<file path="src/rtl/wdt_ts_pkg.sv">
package wdt_ts_pkg;

    localparam int REG_W = 32;

    // Bit positions of the control/status register
    localparam int B_RESTART = 0;
    localparam int B_RST_EN  = 1;
    localparam int B_RST_FLG = 2;
    localparam int B_IRQ_FLG = 3;
    localparam int B_IVL_LO  = 4;
    localparam int B_IRQ_EN  = 6;
    localparam int B_ENABLE  = 7;
    localparam int B_PRE_LO  = 10;

    typedef enum logic [1:0] {
        ST_COUNT = 2'd0,
        ST_WARN  = 2'd1,
        ST_DONE  = 2'd2
    } stage_e;

    typedef struct packed {
        logic [1:0] pre_sel;
        logic       enable;
        logic       irq_en;
        logic [1:0] ivl_sel;
        logic       rst_en;
        logic       irq_flag;
        logic       rst_flag;
        logic       rst_req;
    } ctl_t;

endpackage

</file>
<file path="src/rtl/wdt_ts_prescale.sv">
module wdt_ts_prescale #(
    parameter int PS1_LOG = 8,
    parameter int PS2_LOG = 11,
    parameter int PS3_LOG = 16
) (
    input  logic       clk,
    input  logic       rst_n,
    input  logic       run,
    input  logic       clear,
    input  logic       tick,
    input  logic [1:0] sel,
    output logic       ptick
);
    localparam int PW = (PS3_LOG > 0) ? PS3_LOG : 1;

    function automatic logic [PW-1:0] ratio_lim(input logic [1:0] s);
        int sh;
        case (s)
            2'd0:    sh = 0;
            2'd1:    sh = PS1_LOG;
            2'd2:    sh = PS2_LOG;
            default: sh = PS3_LOG;
        endcase
        return PW'((64'd1 << sh) - 64'd1);
    endfunction

    logic [PW-1:0] pc_d, pc_q;
    logic          at_lim;

    always_comb begin
        pc_d   = pc_q;
        at_lim = (pc_q == ratio_lim(sel));
        ptick  = 1'b0;
        if (clear || !run) begin
            pc_d = '0;
        end else if (tick) begin
            if (at_lim) begin
                ptick = 1'b1;
                pc_d  = '0;
            end else begin
                pc_d = pc_q + 1'b1;
            end
        end
    end

    always_ff @(posedge clk or negedge rst_n) begin
        if (!rst_n) pc_q <= '0;
        else        pc_q <= pc_d;
    end

    // a prescaled tick only comes from an input tick of a running timer
    assert_ptick_src_R3: assert property (@(posedge clk) disable iff (!rst_n)
        ptick |-> (tick && run && !clear));

    // a stopped timer holds the prescaler at zero
    assert_pre_held_R10: assert property (@(posedge clk) disable iff (!rst_n)
        !run |=> (pc_q == '0));

endmodule

</file>
<file path="src/rtl/wdt_ts_core.sv">
module wdt_ts_core
    import wdt_ts_pkg::*;
#(
    parameter int IVL_LOG  = 14,
    parameter int WARN_LOG = 10
) (
    input  logic       clk,
    input  logic       rst_n,
    input  logic       run,
    input  logic       clear,
    input  logic       ptick,
    input  logic [1:0] ivl_sel,
    input  logic       rst_en,
    output logic       expire,
    output logic       fire
);
    localparam int IMAX = IVL_LOG + 6;
    localparam int CW   = ((IMAX > WARN_LOG) ? IMAX : WARN_LOG) + 1;
    localparam logic [CW-1:0] WLIM = CW'((64'd1 << WARN_LOG) - 64'd1);

    typedef struct packed {
        stage_e        stage;
        logic [CW-1:0] cnt;
    } core_t;

    function automatic logic [CW-1:0] ivl_lim(input logic [1:0] s);
        return CW'((64'd1 << (IVL_LOG + 2 * int'(s))) - 64'd1);
    endfunction

    core_t q, d;

    always_comb begin
        d      = q;
        expire = 1'b0;
        fire   = 1'b0;
        if (clear || !run) begin
            d.stage = ST_COUNT;
            d.cnt   = '0;
        end else if (ptick) begin
            case (q.stage)
                ST_COUNT: begin
                    if (q.cnt == ivl_lim(ivl_sel)) begin
                        expire  = 1'b1;
                        d.stage = ST_WARN;
                        d.cnt   = '0;
                    end else begin
                        d.cnt = q.cnt + 1'b1;
                    end
                end
                ST_WARN: begin
                    if (q.cnt == WLIM) begin
                        d.cnt = '0;
                        if (rst_en) begin
                            fire    = 1'b1;
                            d.stage = ST_COUNT;
                        end else begin
                            d.stage = ST_DONE;
                        end
                    end else begin
                        d.cnt = q.cnt + 1'b1;
                    end
                end
                default: d = q;
            endcase
        end
    end

    always_ff @(posedge clk or negedge rst_n) begin
        if (!rst_n) q <= '{stage: ST_COUNT, cnt: '0};
        else        q <= d;
    end

    // the reset stage only fires from the warning window with reset enabled
    assert_fire_from_warn_R5: assert property (@(posedge clk) disable iff (!rst_n)
        fire |-> (q.stage == ST_WARN && rst_en && ptick));

    // the interval end is only seen while counting
    assert_expire_from_count_R3: assert property (@(posedge clk) disable iff (!rst_n)
        expire |-> (q.stage == ST_COUNT && run));

    // a restart returns the stage machine to counting from zero
    assert_restart_clears_R6: assert property (@(posedge clk) disable iff (!rst_n)
        clear |=> (q.stage == ST_COUNT && q.cnt == '0));

endmodule

</file>
<file path="src/rtl/wdt_twostage.sv">
module wdt_twostage
    import wdt_ts_pkg::*;
#(
    parameter int PS1_LOG  = 8,
    parameter int PS2_LOG  = 11,
    parameter int PS3_LOG  = 16,
    parameter int IVL_LOG  = 14,
    parameter int WARN_LOG = 10
) (
    input  logic        clk,
    input  logic        rst_n,
    input  logic        tick,
    input  logic        wr_en,
    input  logic [31:0] wr_data,
    output logic [31:0] rd_data,
    output logic        irq,
    output logic        rst_req
);
    ctl_t q, d;
    logic ptick, expire, fire, kill;

    // Any write that stops, restarts or re-times the count
    always_comb begin
        kill = wr_en && (!wr_data[B_ENABLE] || wr_data[B_RESTART] ||
               (q.enable && ((wr_data[B_PRE_LO+1:B_PRE_LO] != q.pre_sel) ||
                             (wr_data[B_IVL_LO+1:B_IVL_LO] != q.ivl_sel))));
    end

    wdt_ts_prescale #(
        .PS1_LOG(PS1_LOG),
        .PS2_LOG(PS2_LOG),
        .PS3_LOG(PS3_LOG)
    ) u_pre (
        .clk   (clk),
        .rst_n (rst_n),
        .run   (q.enable),
        .clear (kill),
        .tick  (tick),
        .sel   (q.pre_sel),
        .ptick (ptick)
    );

    wdt_ts_core #(
        .IVL_LOG (IVL_LOG),
        .WARN_LOG(WARN_LOG)
    ) u_core (
        .clk     (clk),
        .rst_n   (rst_n),
        .run     (q.enable),
        .clear   (kill),
        .ptick   (ptick),
        .ivl_sel (q.ivl_sel),
        .rst_en  (q.rst_en),
        .expire  (expire),
        .fire    (fire)
    );

    always_comb begin
        d         = q;
        d.rst_req = 1'b0;
        if (wr_en) begin
            d.pre_sel = wr_data[B_PRE_LO+1:B_PRE_LO];
            d.enable  = wr_data[B_ENABLE];
            d.irq_en  = wr_data[B_IRQ_EN];
            d.ivl_sel = wr_data[B_IVL_LO+1:B_IVL_LO];
            d.rst_en  = wr_data[B_RST_EN];
            if (wr_data[B_IRQ_FLG]) d.irq_flag = 1'b0;
            if (wr_data[B_RST_FLG]) d.rst_flag = 1'b0;
        end
        if (expire) d.irq_flag = 1'b1;
        if (fire) begin
            d          = '0;
            d.rst_flag = 1'b1;
            d.rst_req  = 1'b1;
        end
    end

    always_ff @(posedge clk or negedge rst_n) begin
        if (!rst_n) q <= '0;
        else        q <= d;
    end

    always_comb begin
        rd_data                        = '0;
        rd_data[B_PRE_LO+1:B_PRE_LO]   = q.pre_sel;
        rd_data[B_ENABLE]              = q.enable;
        rd_data[B_IRQ_EN]              = q.irq_en;
        rd_data[B_IVL_LO+1:B_IVL_LO]   = q.ivl_sel;
        rd_data[B_IRQ_FLG]             = q.irq_flag;
        rd_data[B_RST_FLG]             = q.rst_flag;
        rd_data[B_RST_EN]              = q.rst_en;
    end

    assign irq     = q.irq_flag & q.irq_en;
    assign rst_req = q.rst_req;

    // the reset request lasts one cycle
    assert_req_single_R5: assert property (@(posedge clk) disable iff (!rst_n)
        rst_req |=> !rst_req);

    // a reset request comes with a stopped timer and a recorded reset
    assert_req_state_R5: assert property (@(posedge clk) disable iff (!rst_n)
        rst_req |-> (!q.enable && q.rst_flag && !q.irq_flag));

    // a reset request needs reset enable set in the cycle before
    assert_req_needs_en_R5: assert property (@(posedge clk) disable iff (!rst_n)
        $rose(rst_req) |-> $past(q.rst_en && q.enable));

    // a clear with no same-cycle set leaves the flag low
    assert_w1c_irq_R8: assert property (@(posedge clk) disable iff (!rst_n)
        (wr_en && wr_data[B_IRQ_FLG] && !expire) |=> !q.irq_flag);

    // the flag only rises while the timer runs
    assert_flag_needs_run_R10: assert property (@(posedge clk) disable iff (!rst_n)
        $rose(q.irq_flag) |-> $past(q.enable));

    // without a clear write or a power-on reset the reset flag never falls
    assert_rflag_sticky_R9: assert property (@(posedge clk) disable iff (!rst_n)
        (q.rst_flag && !(wr_en && wr_data[B_RST_FLG])) |=> q.rst_flag);

endmodule

</file>
<file path="config.mk">
export PLATFORM = sky130hd
export DESIGN_NAME = wdt_twostage
export DESIGN_NICKNAME = d
export VERILOG_FILES = /design/src/rtl/wdt_ts_pkg.sv /design/src/rtl/wdt_ts_prescale.sv /design/src/rtl/wdt_ts_core.sv /design/src/rtl/wdt_twostage.sv
export SDC_FILE = /design/constraint.sdc
export NUM_CORES = 1
export LEC_CHECK = 0
export BUFFER_PORTS_ARGS = -buffer_cell sky130_fd_sc_hd__buf_2
export CORE_UTILIZATION = 59
export DETAILED_ROUTE_END_ITERATION = 16
export GPL_ROUTABILITY_DRIVEN = 0
export PLACE_DENSITY_LB_ADDON = 0.08
export SYNTH_ARGS = -nofsm -noshare
export SYNTH_HDL_FRONTEND = slang
export SYNTH_HIERARCHICAL = 1
export SYNTH_SLANG_ARGS = --single-unit
</file>
<file path="constraint.sdc">
create_clock -name clk -period 5.3 [get_ports clk]
set_input_delay 0.53 -clock clk [delete_from_list [all_inputs] [get_ports clk]]
set_output_delay 0.53 -clock clk [all_outputs]
set_load 0.02 [all_outputs]
</file>
==> reports/metrics.csv <==
metric,value,unit
pwr-share-clk,0.355,
antenna_cells,0,
yosys-top-cells-count,"49 x dfrtp_1, 27 x nor2_1, 23 x buf_4, 23 x nor2_2, 22 x nand2_1",
timing.fmax,0.2674,GHz
finalHoldViolCount,0,
drt-initial-drc-count,144,
clk_pin_slew,0.09,ns
grt_usage,0.2331,
dr.pass1.iters,4,
yosysUniqueCellTypes,64,
slew_headroom,0.4498,
min_path_type,input pin to asynchronous set/reset pin,
die_area,0.005919,mm^2
cts_tree,yes,
drive_gt1_frac,0.2027,
grt_pass1_wl,11.14,mm
drv_slew,0,
die_w,76.94,um
min_period_over_period,0.7057,
area_delta_synth_final,4.985,%
combinationalPowerShare,0.145,
p_sw_frac,0.2792,
cp-end-kind,flip-flop,
overflow,0,
worstMarginPinSlew,0.8237,ns
period_minus_slack,3.740,ns
timing.final.ws_setup,1.560,ns
drt-total-wl,6.510,mm
start_kind,flip-flop,
synth_edf_count,0,
nNetsFinal,408,
cts_buffers,5,
p_leak,0.001464,uW
route.vias.total,2513,
vias_per_cell,5.777,
synth_seq_area_share,0.3701,
power.total,788.6,uW
start_util,0.6287,
path_max_fanout,6,
pin_count,70,
syn_area,0.003313,mm^2
antenna_left,0,
synthCells,345,
synth_top_cell_area_share,0.3701,
rows,26,
r2r_cells,11,
grt_max_degree,50,
clock_sinks,49,
path_class,flip-flop to flip-flop,
maxCapViolCount,0,
postCtsSetupBuffers,0,
finClkSkew,0.006206,ns
yosysTopAreaCell,dfrtp_1,
insertion_delay,0.30,ns
synth.area.top_cells,"dfrtp_1 37%, buf_4 5.2%, xnor2_1 4.5%, nor2_2 4.3%, xor2_1 3.7%",
vdd_drop_max,0.1142,mV
synth.ff_latch_count,49,
intPower,568.4,uW
outcome,completed,
clock-root-buffer,clkbuf_8,
required,5.48,ns
cts_hold_buf,0,
p_per_area,226.7,mW/mm^2
antenna_found_initial,0,
clockBufferDepth,2,
p_seq_frac,0.500,
avgRoutedWirePerCell,14.97,um
drcViolationCount,0,
yosys_most_used_dff,dfrtp_1,
core,0.005270,mm^2
synth-warning-count,6,
h-tree-depth,2,
dp_hpwl,4.626,mm
rsz0062_at_grt,no,
yosysMostFrequentCell,dfrtp_1,
first_global_vias,2355,
async_flop_share,1.000,
power_switching,220.2,uW
finalSetupTns,0,ns
cp.arrival,3.92,ns
dp_slack,1.579,ns
hold_slack,0.3072,ns
cts_resized,0,
avgSynthCellArea,9.603,um^2
dieHeight,76.94,um
setup_viol,0,
io_buffers,24,
[placed cells by master (no fill, tap or decap), types with 7 or more instances in the layout]
master	count
dfrtp_1	49
nand2_1	22
buf_2	24
nand3_1	12
xnor2_1	17
a31oi_1	7
nor4_2	7
inv_1	11
ha_1	8
conb_1	25
nand4_1	15
xor2_1	14
nor2_2	23
mux2i_1	8
nor3_1	9
nor2_1	27
[cells by family (layout without fill, tap and decap cells)]
group	after synthesis	count (layout)	share of synthesized area
buffers and inverters	47	44	0.08988
multiplexers	8	8	0.02417
AO/OA/AOI/OAI	35	35	0.09706
AND/OR/NAND/NOR	165	165	0.3044
adder cells (fa/ha/maj)	8	8	0.03021
flip-flops	49	49	0.3701
other	2	25	0.002267
XOR/XNOR	31	31	0.08195
[per-layer routing]
metal | share of wire | up-vias | global-route usage | routed length, um
li1 | - | 1219 | - | -
met1 | 0.44 | 1240 | 0.2966 | 2890
met2 | 0.52 | 48 | 0.4143 | 3367
met3 | 0.032 | 6 | 0.03571 | 209
met4 | 0.0066 | 0 | 0.05192 | 43
met5 | 0 | - | 0 | 0
[layout make-up]
type	count	area, um^2
inverters	11	41.29
flip-flops and latches	49	1226
multi-input cells	272	1876
well taps	70	87.58
clock inverters	2	37.54
repair buffers	25	127.6
fillers	449	1792
clock buffers	6	82.58
[worst paths after layout]
path                              from      endpoint  slack, ns
max reg2reg                rd_data[10]  u_core/q[20]       1.56
min reg2reg                 rd_data[2]    rd_data[2]       0.50
min                              rst_n   rd_data[10]       0.31
min in group clk            wr_data[6]    rd_data[6]       0.46
max                        rd_data[10]  u_core/q[20]       1.56
max in group asynchronous        rst_n    rd_data[1]       4.56
[registers in the layout (all words and copies together) (netlist names)]
register    flops
u_core/q       23
rst_req         1
u_pre/pc_q     16
rd_data         9
[power groups by stage]
stage / clock network [uW] / logic [uW] / registers (uW)
5_1_grt: 307 / 126 / 396
3_5_place_dp: 0 / 115 / 402
3_3_place_gp: 0 / 112 / 401
4_1_cts: 292 / 115 / 394
6_report: 280 / 114 / 394
2_1_floorplan: 0 / 94.0 / 405
[worst max-delay path: stages, from the launching register on]
cell and delay [ns]:
dfrtp_1 0.48, inv_1 0.13, ha_1 0.31, nor2b_1 0.14
or3_1 0.42, a2111oi_2 0.55, and3_1 0.33, nand2b_1 0.21
a2111o_1 0.53, nor4_2 0.28, xnor2_1 0.18, nor2_2 0.05
[stage by stage]
stage,instance area [um^2],util,cells
floorplan,3400,-,368
global route,3478,0.6600,435
global placement,3358,0.6372,427
CTS,3478,0.6600,435
detailed placement,3358,0.6372,427
finish,3478,0.6600,435
No activity file was read; power rests on OpenSTA's default activity.
